$ cat config.mk
export PLATFORM = sky130hd
export DESIGN_NAME = ser_tx_gated
export DESIGN_NICKNAME = d
export VERILOG_FILES = /design/src/rtl/sertx_pkg.sv /design/src/rtl/sertx_fifo.sv /design/src/rtl/sertx_modem.sv /design/src/rtl/sertx_shifter.sv /design/src/rtl/ser_tx_gated.sv
export SDC_FILE = /design/constraint.sdc
export NUM_CORES = 1
export LEC_CHECK = 0
export ABC_AREA = 1
export BUFFER_PORTS_ARGS = -buffer_cell sky130_fd_sc_hd__buf_2
export CELL_PAD_IN_SITES_DETAIL_PLACEMENT = 1
export CELL_PAD_IN_SITES_GLOBAL_PLACEMENT = 2
export CORE_AREA = 3 3 142 144
export CTS_CLUSTER_SIZE = 28
export DETAILED_ROUTE_END_ITERATION = 8
export DIE_AREA = 0 0 145 147
export PLACE_DENSITY = 0.79
export SLEW_MARGIN = 25
export SYNTH_ARGS = -nofsm -noshare
export SYNTH_HDL_FRONTEND = slang
export SYNTH_HIERARCHICAL = 1
export SYNTH_SLANG_ARGS = --single-unit
$ cat constraint.sdc
create_clock -name clk -period 2.5 [get_ports clk]
set_input_delay 0 -clock clk [delete_from_list [all_inputs] [get_ports clk]]
set_output_delay 0 -clock clk [all_outputs]
set_load 0.02 [all_outputs]
$ cat src/rtl/sertx_pkg.sv
package sertx_pkg;
    localparam int CHAR_BITS = 8;

    typedef enum logic [1:0] {
        TX_IDLE  = 2'd0,
        TX_START = 2'd1,
        TX_DATA  = 2'd2,
        TX_STOP  = 2'd3
    } tx_state_e;
endpackage

$ cat src/rtl/sertx_fifo.sv
module sertx_fifo #(
    parameter int DEPTH = 16,
    parameter int WIDTH = 8
) (
    input  logic             clk,
    input  logic             rst_n,
    input  logic             push,
    input  logic [WIDTH-1:0] push_data,
    input  logic             pop,
    output logic [WIDTH-1:0] head,
    output logic             empty,
    output logic             full,
    output logic             ovr
);
    localparam int AW = $clog2(DEPTH);
    localparam int CW = $clog2(DEPTH + 1);

    logic [WIDTH-1:0] mem_q [DEPTH];
    logic [AW-1:0]    wp_q, rp_q;
    logic [CW-1:0]    count_q;
    logic             push_ok, pop_ok;

    assign full    = (count_q == CW'(DEPTH));
    assign empty   = (count_q == '0);
    assign push_ok = push && !full;
    assign pop_ok  = pop && !empty;
    assign head    = mem_q[rp_q];

    always_ff @(posedge clk) begin
        if (push_ok) mem_q[wp_q] <= push_data;
    end

    always_ff @(posedge clk or negedge rst_n) begin
        if (!rst_n) begin
            wp_q    <= '0;
            rp_q    <= '0;
            count_q <= '0;
            ovr     <= 1'b0;
        end else begin
            ovr <= push && full;
            if (push_ok) wp_q <= (wp_q == AW'(DEPTH - 1)) ? '0 : wp_q + 1'b1;
            if (pop_ok)  rp_q <= (rp_q == AW'(DEPTH - 1)) ? '0 : rp_q + 1'b1;
            unique case ({push_ok, pop_ok})
                2'b10:   count_q <= count_q + 1'b1;
                2'b01:   count_q <= count_q - 1'b1;
                default: count_q <= count_q;
            endcase
        end
    end

    AST_DROP_ON_FULL: assert property (@(posedge clk) disable iff (!rst_n)
        (push && full && !pop) |=> (count_q == $past(count_q)));
    AST_PUSH_COUNTS: assert property (@(posedge clk) disable iff (!rst_n)
        (push && !full && !pop) |=> (count_q == $past(count_q) + 1'b1));
    AST_NO_POP_EMPTY: assert property (@(posedge clk) disable iff (!rst_n)
        (pop |-> !empty));
endmodule

$ cat src/rtl/sertx_modem.sv
module sertx_modem #(
    parameter int SYNC_STAGES = 2
) (
    input  logic clk,
    input  logic rst_n,
    input  logic cts_n,
    input  logic ext_txclk,
    input  logic chg_clr,
    output logic cts_active,
    output logic ext_fall,
    output logic chg
);
    logic [SYNC_STAGES-1:0] cts_sync_q, clk_sync_q;
    logic                   cts_prev_q, clk_prev_q;
    logic                   cts_s, clk_s, cts_edge;

    assign cts_s = cts_sync_q[SYNC_STAGES-1];
    assign clk_s = clk_sync_q[SYNC_STAGES-1];

    always_ff @(posedge clk or negedge rst_n) begin
        if (!rst_n) begin
            cts_sync_q <= '1;
            clk_sync_q <= '0;
            cts_prev_q <= 1'b1;
            clk_prev_q <= 1'b0;
        end else begin
            cts_sync_q <= {cts_sync_q[SYNC_STAGES-2:0], cts_n};
            clk_sync_q <= {clk_sync_q[SYNC_STAGES-2:0], ext_txclk};
            cts_prev_q <= cts_s;
            clk_prev_q <= clk_s;
        end
    end

    assign cts_active = !cts_s;
    assign cts_edge   = cts_s ^ cts_prev_q;
    assign ext_fall   = clk_prev_q && !clk_s;

    always_ff @(posedge clk or negedge rst_n) begin
        if (!rst_n)        chg <= 1'b0;
        else if (cts_edge) chg <= 1'b1;
        else if (chg_clr)  chg <= 1'b0;
    end

    AST_CHG_ON_EDGE: assert property (@(posedge clk) disable iff (!rst_n)
        (cts_s != cts_prev_q) |=> chg);
    AST_CHG_STICKY: assert property (@(posedge clk) disable iff (!rst_n)
        (chg && !chg_clr) |=> chg);
endmodule

$ cat src/rtl/sertx_shifter.sv
module sertx_shifter
    import sertx_pkg::*;
(
    input  logic                 clk,
    input  logic                 rst_n,
    input  logic                 tx_enable,
    input  logic                 adv,
    input  logic                 gate_en,
    input  logic                 cts_active,
    input  logic                 fifo_empty,
    input  logic [CHAR_BITS-1:0] fifo_head,
    output logic                 fifo_pop,
    output logic                 line
);
    localparam int BCW = $clog2(CHAR_BITS);

    tx_state_e            state_q, state_d;
    logic [CHAR_BITS-1:0] sh_q, sh_d;
    logic [BCW-1:0]       cnt_q, cnt_d;
    logic                 line_q, line_d;
    logic                 can_start;

    assign can_start = !fifo_empty && (!gate_en || cts_active);
    assign line      = line_q;

    always_ff @(posedge clk or negedge rst_n) begin
        if (!rst_n) begin
            state_q <= TX_IDLE;
            sh_q    <= '0;
            cnt_q   <= '0;
            line_q  <= 1'b1;
        end else begin
            state_q <= state_d;
            sh_q    <= sh_d;
            cnt_q   <= cnt_d;
            line_q  <= line_d;
        end
    end

    always_comb begin
        state_d  = state_q;
        sh_d     = sh_q;
        cnt_d    = cnt_q;
        line_d   = line_q;
        fifo_pop = 1'b0;
        if (!tx_enable) begin
            state_d = TX_IDLE;
            line_d  = 1'b1;
        end else if (adv) begin
            unique case (state_q)
                TX_IDLE: begin
                    if (can_start) begin
                        fifo_pop = 1'b1;
                        sh_d     = fifo_head;
                        state_d  = TX_START;
                        line_d   = 1'b0;
                    end
                end
                TX_START: begin
                    line_d  = sh_q[0];
                    sh_d    = sh_q >> 1;
                    cnt_d   = '0;
                    state_d = TX_DATA;
                end
                TX_DATA: begin
                    if (cnt_q == BCW'(CHAR_BITS - 1)) begin
                        line_d  = 1'b1;
                        state_d = TX_STOP;
                    end else begin
                        line_d = sh_q[0];
                        sh_d   = sh_q >> 1;
                        cnt_d  = cnt_q + 1'b1;
                    end
                end
                TX_STOP: begin
                    if (can_start) begin
                        fifo_pop = 1'b1;
                        sh_d     = fifo_head;
                        state_d  = TX_START;
                        line_d   = 1'b0;
                    end else begin
                        state_d = TX_IDLE;
                        line_d  = 1'b1;
                    end
                end
                default: state_d = TX_IDLE;
            endcase
        end
    end

    AST_MARK_WHEN_OFF: assert property (@(posedge clk) disable iff (!rst_n)
        !tx_enable |=> (state_q == TX_IDLE && line_q));
    AST_START_LOW: assert property (@(posedge clk) disable iff (!rst_n)
        (state_q == TX_START) |-> !line_q);
    AST_STOP_HIGH: assert property (@(posedge clk) disable iff (!rst_n)
        (state_q == TX_STOP) |-> line_q);
    AST_GATE_HOLDS: assert property (@(posedge clk) disable iff (!rst_n)
        (state_q == TX_IDLE && gate_en && !cts_active) |=> (state_q == TX_IDLE));
    AST_FRAME_COMPLETES: assert property (@(posedge clk) disable iff (!rst_n)
        (state_q == TX_DATA && tx_enable) |=> (state_q != TX_IDLE));
endmodule

$ cat src/rtl/ser_tx_gated.sv
module ser_tx_gated
    import sertx_pkg::*;
#(
    parameter int FIFO_DEPTH  = 16,
    parameter int SYNC_STAGES = 2
) (
    input  logic                 clk,
    input  logic                 rst_n,
    input  logic                 wr_en,
    input  logic [CHAR_BITS-1:0] wr_data,
    input  logic                 tx_enable,
    input  logic                 loopback,
    input  logic                 ext_clk_sel,
    input  logic                 bit_tick,
    input  logic                 ext_txclk,
    input  logic                 cts_n,
    input  logic                 cts_gate_en,
    input  logic                 cts_irq_en,
    input  logic                 cts_chg_clr,
    output logic                 txd,
    output logic                 loop_data,
    output logic                 fifo_not_full,
    output logic                 overrun,
    output logic                 cts_chg,
    output logic                 irq
);
    logic                 f_empty, f_full, f_pop;
    logic [CHAR_BITS-1:0] f_head;
    logic                 cts_act, ext_fall, adv, line;

    sertx_fifo #(.DEPTH(FIFO_DEPTH), .WIDTH(CHAR_BITS)) u_fifo (
        .clk(clk), .rst_n(rst_n), .push(wr_en), .push_data(wr_data),
        .pop(f_pop), .head(f_head), .empty(f_empty), .full(f_full), .ovr(overrun)
    );

    sertx_modem #(.SYNC_STAGES(SYNC_STAGES)) u_modem (
        .clk(clk), .rst_n(rst_n), .cts_n(cts_n), .ext_txclk(ext_txclk),
        .chg_clr(cts_chg_clr), .cts_active(cts_act), .ext_fall(ext_fall), .chg(cts_chg)
    );

    assign adv = ext_clk_sel ? ext_fall : bit_tick;

    sertx_shifter u_shift (
        .clk(clk), .rst_n(rst_n), .tx_enable(tx_enable), .adv(adv),
        .gate_en(cts_gate_en), .cts_active(cts_act), .fifo_empty(f_empty),
        .fifo_head(f_head), .fifo_pop(f_pop), .line(line)
    );

    assign txd           = (tx_enable && !loopback) ? line : 1'b1;
    assign loop_data     = loopback ? line : 1'b1;
    assign fifo_not_full = !f_full;
    assign irq           = cts_chg && cts_irq_en;

    AST_LOOP_SPLIT: assert property (@(posedge clk) disable iff (!rst_n)
        (loopback |-> txd) and (!loopback |-> loop_data));
    AST_IRQ_NEEDS_FLAG: assert property (@(posedge clk) disable iff (!rst_n)
        irq |-> (cts_chg && cts_irq_en));
endmodule

; ---- Word level (Yosys, flattened, before mapping)
; Memories as Yosys holds them, arrays and structs flattened.
; Cells that the tools add are included.
[word_totals]
n_memories = 1
mem_bits_ro = 0
ram_bits = 128
ff_bits = 35
latchBits = 0
in_bits = 20
[classes]
multipliers = 0
bitwise_logic = 1
reduce_logical = 24
n_eq_ne = 14
div_mod_pow = 0
add_sub_neg = 5
shift = 0
n_mux = 31
order_cmp = 0
[mem_list]
columns = name, depth, width, read_ports, rd_clocked_by_memory_dff, write_ports, line
row1 = u_fifo.mem_q, 16, 8, 1, 0, 1, sertx_fifo.sv:18  ; logic [WIDTH-1:0] mem_q [DEPTH];
[ops]
columns = op, n
row1 = 8-bit one-hot mux with 3 select lines, 1
row2 = 1-bit two-way mux, 17
row3 = 8-bit two-way mux, 2
row4 = 5-bit one-hot mux with 2 select lines, 1
row5 = 4-bit by 1-bit adder with 4-bit output (second input constant), 2
row6 = 4-bit == test (second input constant), 2
row7 = 2-bit two-way mux, 4
row8 = 4-bit two-way mux, 2
row9 = 2-bit one-hot mux with 4 select lines, 1
row10 = 4-bit AND reduction, 2
row11 = 1-bit logical AND, 7
row12 = 2-bit == test (second input constant), 3
row13 = 1-bit logical NOT, 6
row14 = 3-bit by 2-bit inequality test with 1-bit output (second input constant), 2
row15 = 3-bit one-hot mux with 2 select lines, 1
row16 = 2-bit nonzero test, 3
row17 = 5-bit by 1-bit adder with 5-bit output (second input constant), 1
row18 = 5-bit == test (second input constant), 1
row19 = 5-bit logical NOT, 1
row20 = 5-bit by 1-bit subtractor with 5-bit output (second input constant), 1
row21 = 2-bit by 1-bit == test with 1-bit output (second input constant), 2
row22 = 2-bit by 1-bit inequality test with 1-bit output (second input constant), 2
row23 = 1-bit one-hot mux with 4 select lines, 1
row24 = 3-bit by 1-bit adder with 3-bit output (second input constant), 1
row25 = other kinds (9), 9

; ---- Depth between registers and ports, before layout
; Gate-level depths: netlist of the first run.
[depth]
ltp_word = 10
mapped_depth = 17
mapped_depth_nobuf = 17

; ---- Hierarchy
; The synthesis of the first run kept the hierarchy.
[by_module_without_submodules]
columns = mod, area_per_inst_um2, seq_area_each_um2, cells_each, instances
row1 = sertx_fifo, 6486.2, 4194.0, 673, 1
row2 = sertx_shifter, 858.3, 351.6, 108, 1
row3 = sertx_modem, 221.5, 178.9, 16, 1
row4 = ser_tx_gated, 41.3, 0.0, 11, 1

; ---- Worst setup path after synthesis of the first run
; No wires, ideal clock.
[synth_timing]
kind = register to register
from = register u_shift.state_q[0]
to = register u_fifo.count_q[4]
period_less_slack_ps = 2261
path_stages_with_launch = 13
t_required_ps = 2383
arrival_time_ps = 2144
setup_slack_ps = 239
setup_time_ps = 117
cell_sequence = dfrtp_1 > inv_1 > ha_1 > nor3_1 > nand2_1 > inv_2 > ha_1 > ha_1 > or2_1 > nand3_1 > nand2_1 > nand2_1 > nand2_1
[synth_via]
elab_chain_len = 8
elab_cells_between_ends = 11
classes_between = eq/ne: 3 / mux: 4 / reduce/logical: 4
[synth_rtl]
columns = element, line
row1 = "start, declared", sertx_shifter.sv:17  ; tx_state_e state_q, state_d;
row2 = "start signal, assigned", sertx_shifter.sv:33  ; state_q <= state_d;
row3 = 2-bit == test or 2-bit logical NOT (tied branches), sertx_shifter.sv:50  ; unique case (state_q)
row4 = 2-bit OR reduction (no source line) (*), --
row5 = 1-bit two-way mux (*), --
row6 = 1-bit two-way mux (*), sertx_shifter.sv:49  ; end else if (adv) begin
row7 = 1-bit two-way mux (*), sertx_shifter.sv:46  ; if (!tx_enable) begin
row8 = net f_pop, ser_tx_gated.sv:27  ; logic f_empty, f_full, f_pop;
row9 = 1-bit logical AND (*), sertx_fifo.sv:26  ; assign pop_ok = pop && !empty;
row10 = net u_fifo.pop_ok, sertx_fifo.sv:21  ; logic push_ok, pop_ok;
row11 = 2-bit by 1-bit == test with 1-bit output or 2-bit == test (tied branches), sertx_fifo.sv:43  ; unique case ({push_ok, pop_ok})
row12 = 5-bit one-hot mux with 2 select lines or 2-bit nonzero test (tied branches), --
row13 = "end signal, assigned", sertx_fifo.sv:44  ; 2'b10: count_q <= count_q + 1'b1;
row14 = "end signal, assigned", sertx_fifo.sv:45  ; 2'b01: count_q <= count_q - 1'b1;
row15 = "end signal, assigned", sertx_fifo.sv:46  ; default: count_q <= count_q;
row16 = "end, declared", sertx_fifo.sv:20  ; logic [CW-1:0] count_q;
; The timed path passes the listed nets; every way through them passes the cells marked *.
; A chain may end at the register's enable or synchronous reset.

; ---- Final worst setup path of the first run
; Ends and elaborated chain as after synthesis.

==> results_dict.tcl, run 1 <==
set metrics [dict create \
    ys_ff_latch 163 \
    route.vias.total 5446 \
    drt-vias-per-instance 4.79 \
    utilization_pct 47.2 \
    die_w_um 145 \
    setup_viol 0 \
    grt_start_max_net_pins 68 \
    fin_nets 900 \
    core-area_mm2 0.0188 \
    slowest_stage "dfrtp_1" \
    synth.most_common_cell "nand2_1" \
    holdWs_ns 0.0197 \
    finClkSkew_ns 0.0158 \
    final_cells 1136 \
    synth_area_mm2 0.00761 \
    initialDrtViolationCount 294 \
    clock_path_buffers 2 \
    dp_hpwl_um 12400 \
    path_delay_family "simple AND/OR/NAND/NOR gates" \
    num_io_pins 26 \
    syn_area_per_cell_um2 9.41 \
    hold_viol_final 0 \
    yosys_warnings 6 \
    synthTopCellsByArea "edfxtp_1 51%, nand2_1 13%, dfrtp_1 10%" \
    yosysUniqueCellTypes 32 \
    max_stage_delay_ns 0.40 \
    required_ns 2.87 \
    gp_congestion 0.769 \
    worstPathCellList "inv_1 -> ha_1 -> nor3_2 -> nand2_1 -> inv_2 -> ha_4 -> ha_1 -> or2_1 -> nand2_1 -> nand2b_1 -> nand2_1 -> nand2_1 -> nand2_1" \
    fmax_ghz 0.420 \
    final_max_slew_viol_count 0 \
    rows 50 \
    yosysSeqAreaShare_pct 62.1 \
    tightest_slew_ns 0.879 \
    async_flop_share_pct 21.5 \
    power_uw 9420 \
    grt_overflow 0 \
    start_kind "register" \
    first_pass_iters 4 \
    clkLatencyLatePin_ns 0.44 \
    max_cap_violations 0 \
    worstSetupPathType "reg2reg" \
    fin_crit_sh_pct 95.3 \
    p_leak_uw 0.00410 \
    peakVddDrop_mv 0.474 \
    outcome "complete, no violations" \
    clk_pin_slew_ns 0.07 \
    cts_buffers 17 \
    grt_pass1_vias 5634 \
    setup-tns-final_ns 0 \
    routedWlPerCell_um 17.1 \
    synth_top_area_share_pct 50.5 \
    dp.cells 1086 \
    drc_errors 0 \
    cts_tree "built" \
    hp-class "in2reg" \
    ys_top_cells_by_count "269 x nand2_1, 154 x inv_1, 128 x edfxtp_1, 95 x nand3_1, 31 x dfrtp_1" \
    power.density_mw_per_mm2 1060 \
    htree_levels 4 \
    area_growth_pct 16.8 \
    initial_core_util_pct 40.4 \
    synth_edf_count 128 \
    antenna_found_initial 0 \
    root_buffer "clkbuf_16" \
    grt_pass1_wl_um 30500 \
    synthCells 808 \
    die-area_mm2 0.0213 \
    path_max_fanout 5 \
    cts_sinks 163 \
    end_kind "register" \
    drive_above_1_share_pct 13.0 \
    n_antenna_cell 0 \
    syn_nets 845 \
    crit_arrival_ns 2.75 \
    cpMostUsedCell "nand2_1" \
    finalCriticalPeriod_ns 2.38 \
    synth_largest_area_cell "edfxtp_1" \
    drt_wl_total_um 19500 \
    ant_nets 0 \
    slew_headroom_pct 41.4 \
    portBuffers 25 \
    grt_usage_pct 18.5 \
    die_y_um 147 \
    synth-main-ff-cell "edfxtp_1" \
    critPathBufInv 2 \
]
[sequential cells by signal (all words and copies together), names as in the netlist, 2 cells and up]
| name | count |
|---|---|
| u_shift/cnt_q | 3 |
| u_fifo/rp_q | 4 |
| u_fifo/count_q | 5 |
| u_fifo/wp_q | 4 |
| u_shift/sh_q | 8 |
| u_modem/clk_sync_q | 2 |
| u_shift/state_q | 2 |
| u_fifo/mem_q | 128 |
| u_modem/cts_sync_q | 2 |
[repair_timing]
| action | 4_1_cts | 5_1_grt |
|---|---|---|
| hold buffers | 8 | 0 |
| endpoints found under the hold margin | 73 | 0 |
| endpoints found under the setup margin | 1 | 4 |
| pin swaps | 1 | 1 |
| resized for setup | 1 | 9 |
| buffers inserted | 0 | 10 |
[final timing paths]
kind	from	to	slack, ns	depth (start not counted)
setup / recovery	u_shift/state_q[0]$_DFFE_PN0P_	u_fifo/count_q[4]$_DFFE_PN0P_	0.12	13
hold / removal	wr_data[6]	u_fifo/mem_q[14][6]$_DFFE_PP_	0.02	1
setup reg to reg	u_shift/state_q[0]$_DFFE_PN0P_	u_fifo/count_q[4]$_DFFE_PN0P_	0.12	13
hold reg to reg	u_modem/clk_sync_q[0]$_DFF_PN0_	u_modem/clk_sync_q[1]$_DFF_PN0_	0.36	0
max in group asynchronous	rst_n	u_fifo/rp_q[0]$_DFFE_PN0P_	1.66	2
min in group asynchronous	rst_n	u_shift/cnt_q[1]$_DFFE_PN0P_	0.22	2
[through the flow]
| stage | setup WS (ns) | cell area (µm²) |
|---|---|---|
| after floorplan | 0.239 | 7610 |
| after global placement | 0.104 | 8080 |
| after detailed placement | 0.00200 | 8080 |
| after CTS | 0.0447 | 8760 |
| after global routing | -0.0752 | 8880 |
| final | 0.119 | 8880 |
[cell usage in the layout, fill, tap and decap left out, types with 8 or more instances in the layout]
master         count
nand2_1          267
dlygate4sd3_1      8
inv_1            154
edfxtp_1         128
buf_4             27
nor2_1            24
buf_2             25
o21ai_0           20
nand3_1           94
clkbuf_16         17
ha_1              14
dfrtp_1           29
[report_power, final]
group	switching, µW	internal (µW)	total, µW	leakage (µW)
Combinational	2180	1070	3240	0.00222
Sequential	193	3310	3500	0.00158
Clock	1090	1600	2680	0.000293
[layer usage]
metal	vias up	GRT usage (%)	part of all wire (%)
met4	0	5.46	1.6
met5	-	0	0
met3	19	3.79	2.7
met2	69	31.4	50
met1	2712	24.1	46
li1	2646	-	-
[cells by family (layout without fill, tap and decap cells)]
logic type / count (synthesis) / in the layout / share of synthesized area [%]
and+or+nand+nor: 403 / 403 / 22.0
buffers and inverters: 187 / 255 / 9.90
DFF: 163 / 163 / 62.1
AOI/OAI and AO/OA: 33 / 33 / 2.50
adders and majority gates: 17 / 17 / 2.89
xor gates and xnor gates: 5 / 5 / 0.576
[layout make-up]
type / count / area, µm²
multi-input cells: 458 / 2170
inverters: 161 / 604
clock buffers: 19 / 443
flip-flops and latches: 163 / 4730
clock inverters: 13 / 160
repair buffers: 62 / 448
fillers: 2150 / 9950
well taps: 260 / 325
(Power assumes the default switching activity.)
==> inputs of run 2 (changes only) <==
--- a/config.mk
+++ b/config.mk
@@ -13,7 +13,7 @@
 export CTS_CLUSTER_SIZE = 28
 export DETAILED_ROUTE_END_ITERATION = 8
 export DIE_AREA = 0 0 145 147
-export PLACE_DENSITY = 0.79
+export PLACE_DENSITY = 0.8
 export SLEW_MARGIN = 25
 export SYNTH_ARGS = -nofsm -noshare
 export SYNTH_HDL_FRONTEND = slang
==> run 2 against run 1 <==
Effect of this change:
- core utilization fell by 0.82 points
- clock power fell by 4%
- register-to-register slack improved by 0.04 ns
- sequential cell count did not move
- design area fell by 1.7%
- combinational power fell by 6%
- sequential share of layout area rose by 0.93 points
- sequential power barely moved
- fmax rose by 1.9%
- critical path type unchanged
- first-iteration DRC count fell by 29%
==> results_dict.tcl, run 2 (synthesis results as in run 1) <==
set metrics [dict create \
    finalCriticalPeriod_ns 2.34 \
    holdWs_ns 0.0194 \
    path_max_fanout 5 \
    cts_buffers 17 \
    final_max_slew_viol_count 0 \
    tightest_slew_ns 0.863 \
    finClkSkew_ns 0.00882 \
    die_y_um 147 \
    end_kind "register" \
    htree_levels 4 \
    largest_registers "u_fifo/mem_q (128), u_shift/sh_q (8), u_fifo/count_q (5)" \
    outcome "complete, no violations" \
    die_w_um 145 \
    start_kind "register" \
    clkLatencyLatePin_ns 0.42 \
    area_growth_pct 14.7 \
    grt_overflow 0 \
    grt_start_max_net_pins 68 \
    first_pass_iters 4 \
    final_common_cell "nand2_1" \
    slew_headroom_pct 42.2 \
    fin_nets 891 \
    cts_sinks 163 \
    gp_congestion 0.796 \
    grt_usage_pct 18.3 \
    n_antenna_cell 0 \
    mostFrequentLayoutCells "269 x nand2_1, 154 x inv_1, 128 x edfxtp_1" \
    fmax_ghz 0.428 \
    rows 50 \
    required_ns 2.82 \
    grt_pass1_wl_um 30300 \
    p_leak_uw 0.00403 \
    max_cap_violations 0 \
    setup-tns-final_ns 0 \
    clock_path_buffers 2 \
    num_io_pins 26 \
    drt-vias-per-instance 4.76 \
    dp_hpwl_um 12500 \
    core-area_mm2 0.0188 \
    setup_viol 0 \
    die-area_mm2 0.0213 \
    hp-class "in2reg" \
    portBuffers 25 \
    drive_above_1_share_pct 11.1 \
    drt_wl_total_um 19100 \
    drc_errors 0 \
    route.vias.total 5365 \
    crit_arrival_ns 2.65 \
    peakVddDrop_mv 0.561 \
    hold_viol_final 0 \
    root_buffer "clkbuf_16" \
    ant_nets 0 \
    grt_pass1_vias 5753 \
    power.density_mw_per_mm2 1050 \
    worstSetupPathType "reg2reg" \
    fin_crit_sh_pct 93.5 \
    clk_pin_slew_ns 0.06 \
    largest_reg_flops 128 \
    cts_tree "built" \
    initialDrtViolationCount 210 \
    largest-register "u_fifo/mem_q" \
    antenna_found_initial 0 \
    routedWlPerCell_um 16.9 \
    initial_core_util_pct 40.4 \
    num-fill-cells 2143 \
]
[run 2: path summary, 6_finish.rpt]
| kind | slack (ns) | end | cells past startpoint | start |
|---|---|---|---|---|
| max | 0.16 | u_fifo/count_q[4]$_DFFE_PN0P_ | 13 | u_shift/state_q[0]$_DFFE_PN0P_ |
| max reg2reg | 0.16 | u_fifo/count_q[4]$_DFFE_PN0P_ | 13 | u_shift/state_q[0]$_DFFE_PN0P_ |
| max in group asynchronous | 1.71 | u_fifo/rp_q[0]$_DFFE_PN0P_ | 2 | rst_n |
| min in group asynchronous | 0.21 | u_shift/sh_q[5]$_DFFE_PN0P_ | 2 | rst_n |
| min reg2reg | 0.35 | u_modem/clk_sync_q[1]$_DFF_PN0_ | 0 | u_modem/clk_sync_q[0]$_DFF_PN0_ |
| min | 0.02 | u_fifo/mem_q[15][0]$_DFFE_PP_ | 1 | wr_data[0] |
[run 2: power by group]
part	switching, µW	internal [µW]
Combinational	2100	958
Clock	1040	1520
Sequential	207	3310
Total	3340	5790
[run 2: worst max-delay path, stage by stage (launching register included)]
cell,delay (ns)
dfrtp_1,0.39
inv_1,0.11
ha_1,0.35
nor3_1,0.22
nand2_1,0.11
inv_2,0.11
ha_4,0.18
ha_1,0.29
nand2_1,0.11
nand2_1,0.10
nand3_1,0.11
nand2_1,0.06
nand2_1,0.05
nand2_1,0.04
[run 2: layout make-up]
cell class                      count  area (µm²)  share of cell area (%)
Timing Repair Buffer               53         353                    4.04
Tap cell                          260         325                    3.73
Clock inverter                      9         105                    1.20
Sequential cell                   163        4730                    54.2
Clock buffer                       23         468                    5.36
Multi-Input combinational cell    458        2150                    24.6
Inverter                          161         604                    6.92
[run 2: per-stage QoR]
| stage | cells | power [µW] | cell area, µm² | utilization (%) | setup WS, ns |
|---|---|---|---|---|---|
| after floorplan | 808 | 5660 | 7610 | - | 0.239 |
| after detailed placement | 1086 | 6600 | 8050 | 42.8 | 0.0144 |
| after global placement | 1086 | 6460 | 8050 | 42.8 | 0.110 |
| after global routing | 1127 | 9760 | 8730 | 46.3 | -0.0408 |
| after CTS | 1125 | 9190 | 8700 | 46.2 | 0.0599 |
| final | 1127 | 9130 | 8730 | 46.3 | 0.163 |
[run 2: per-layer routing]
layer	wire length (µm)	vias up	track usage (%)
met5	0	-	0
met2	9920	56	33.6
met1	8490	2657	22.1
met3	323	20	3.21
li1	-	2632	-
met4	320	0	5.51
[run 2: timing repair]
item                                    4_1_cts  5_1_grt
hold buffers                                  7        0
gates cloned                                  0        0
endpoints found under the hold margin        54        0
endpoints found under the setup margin        1        2
setup buffers                                 0        2
resized for setup                             1        2
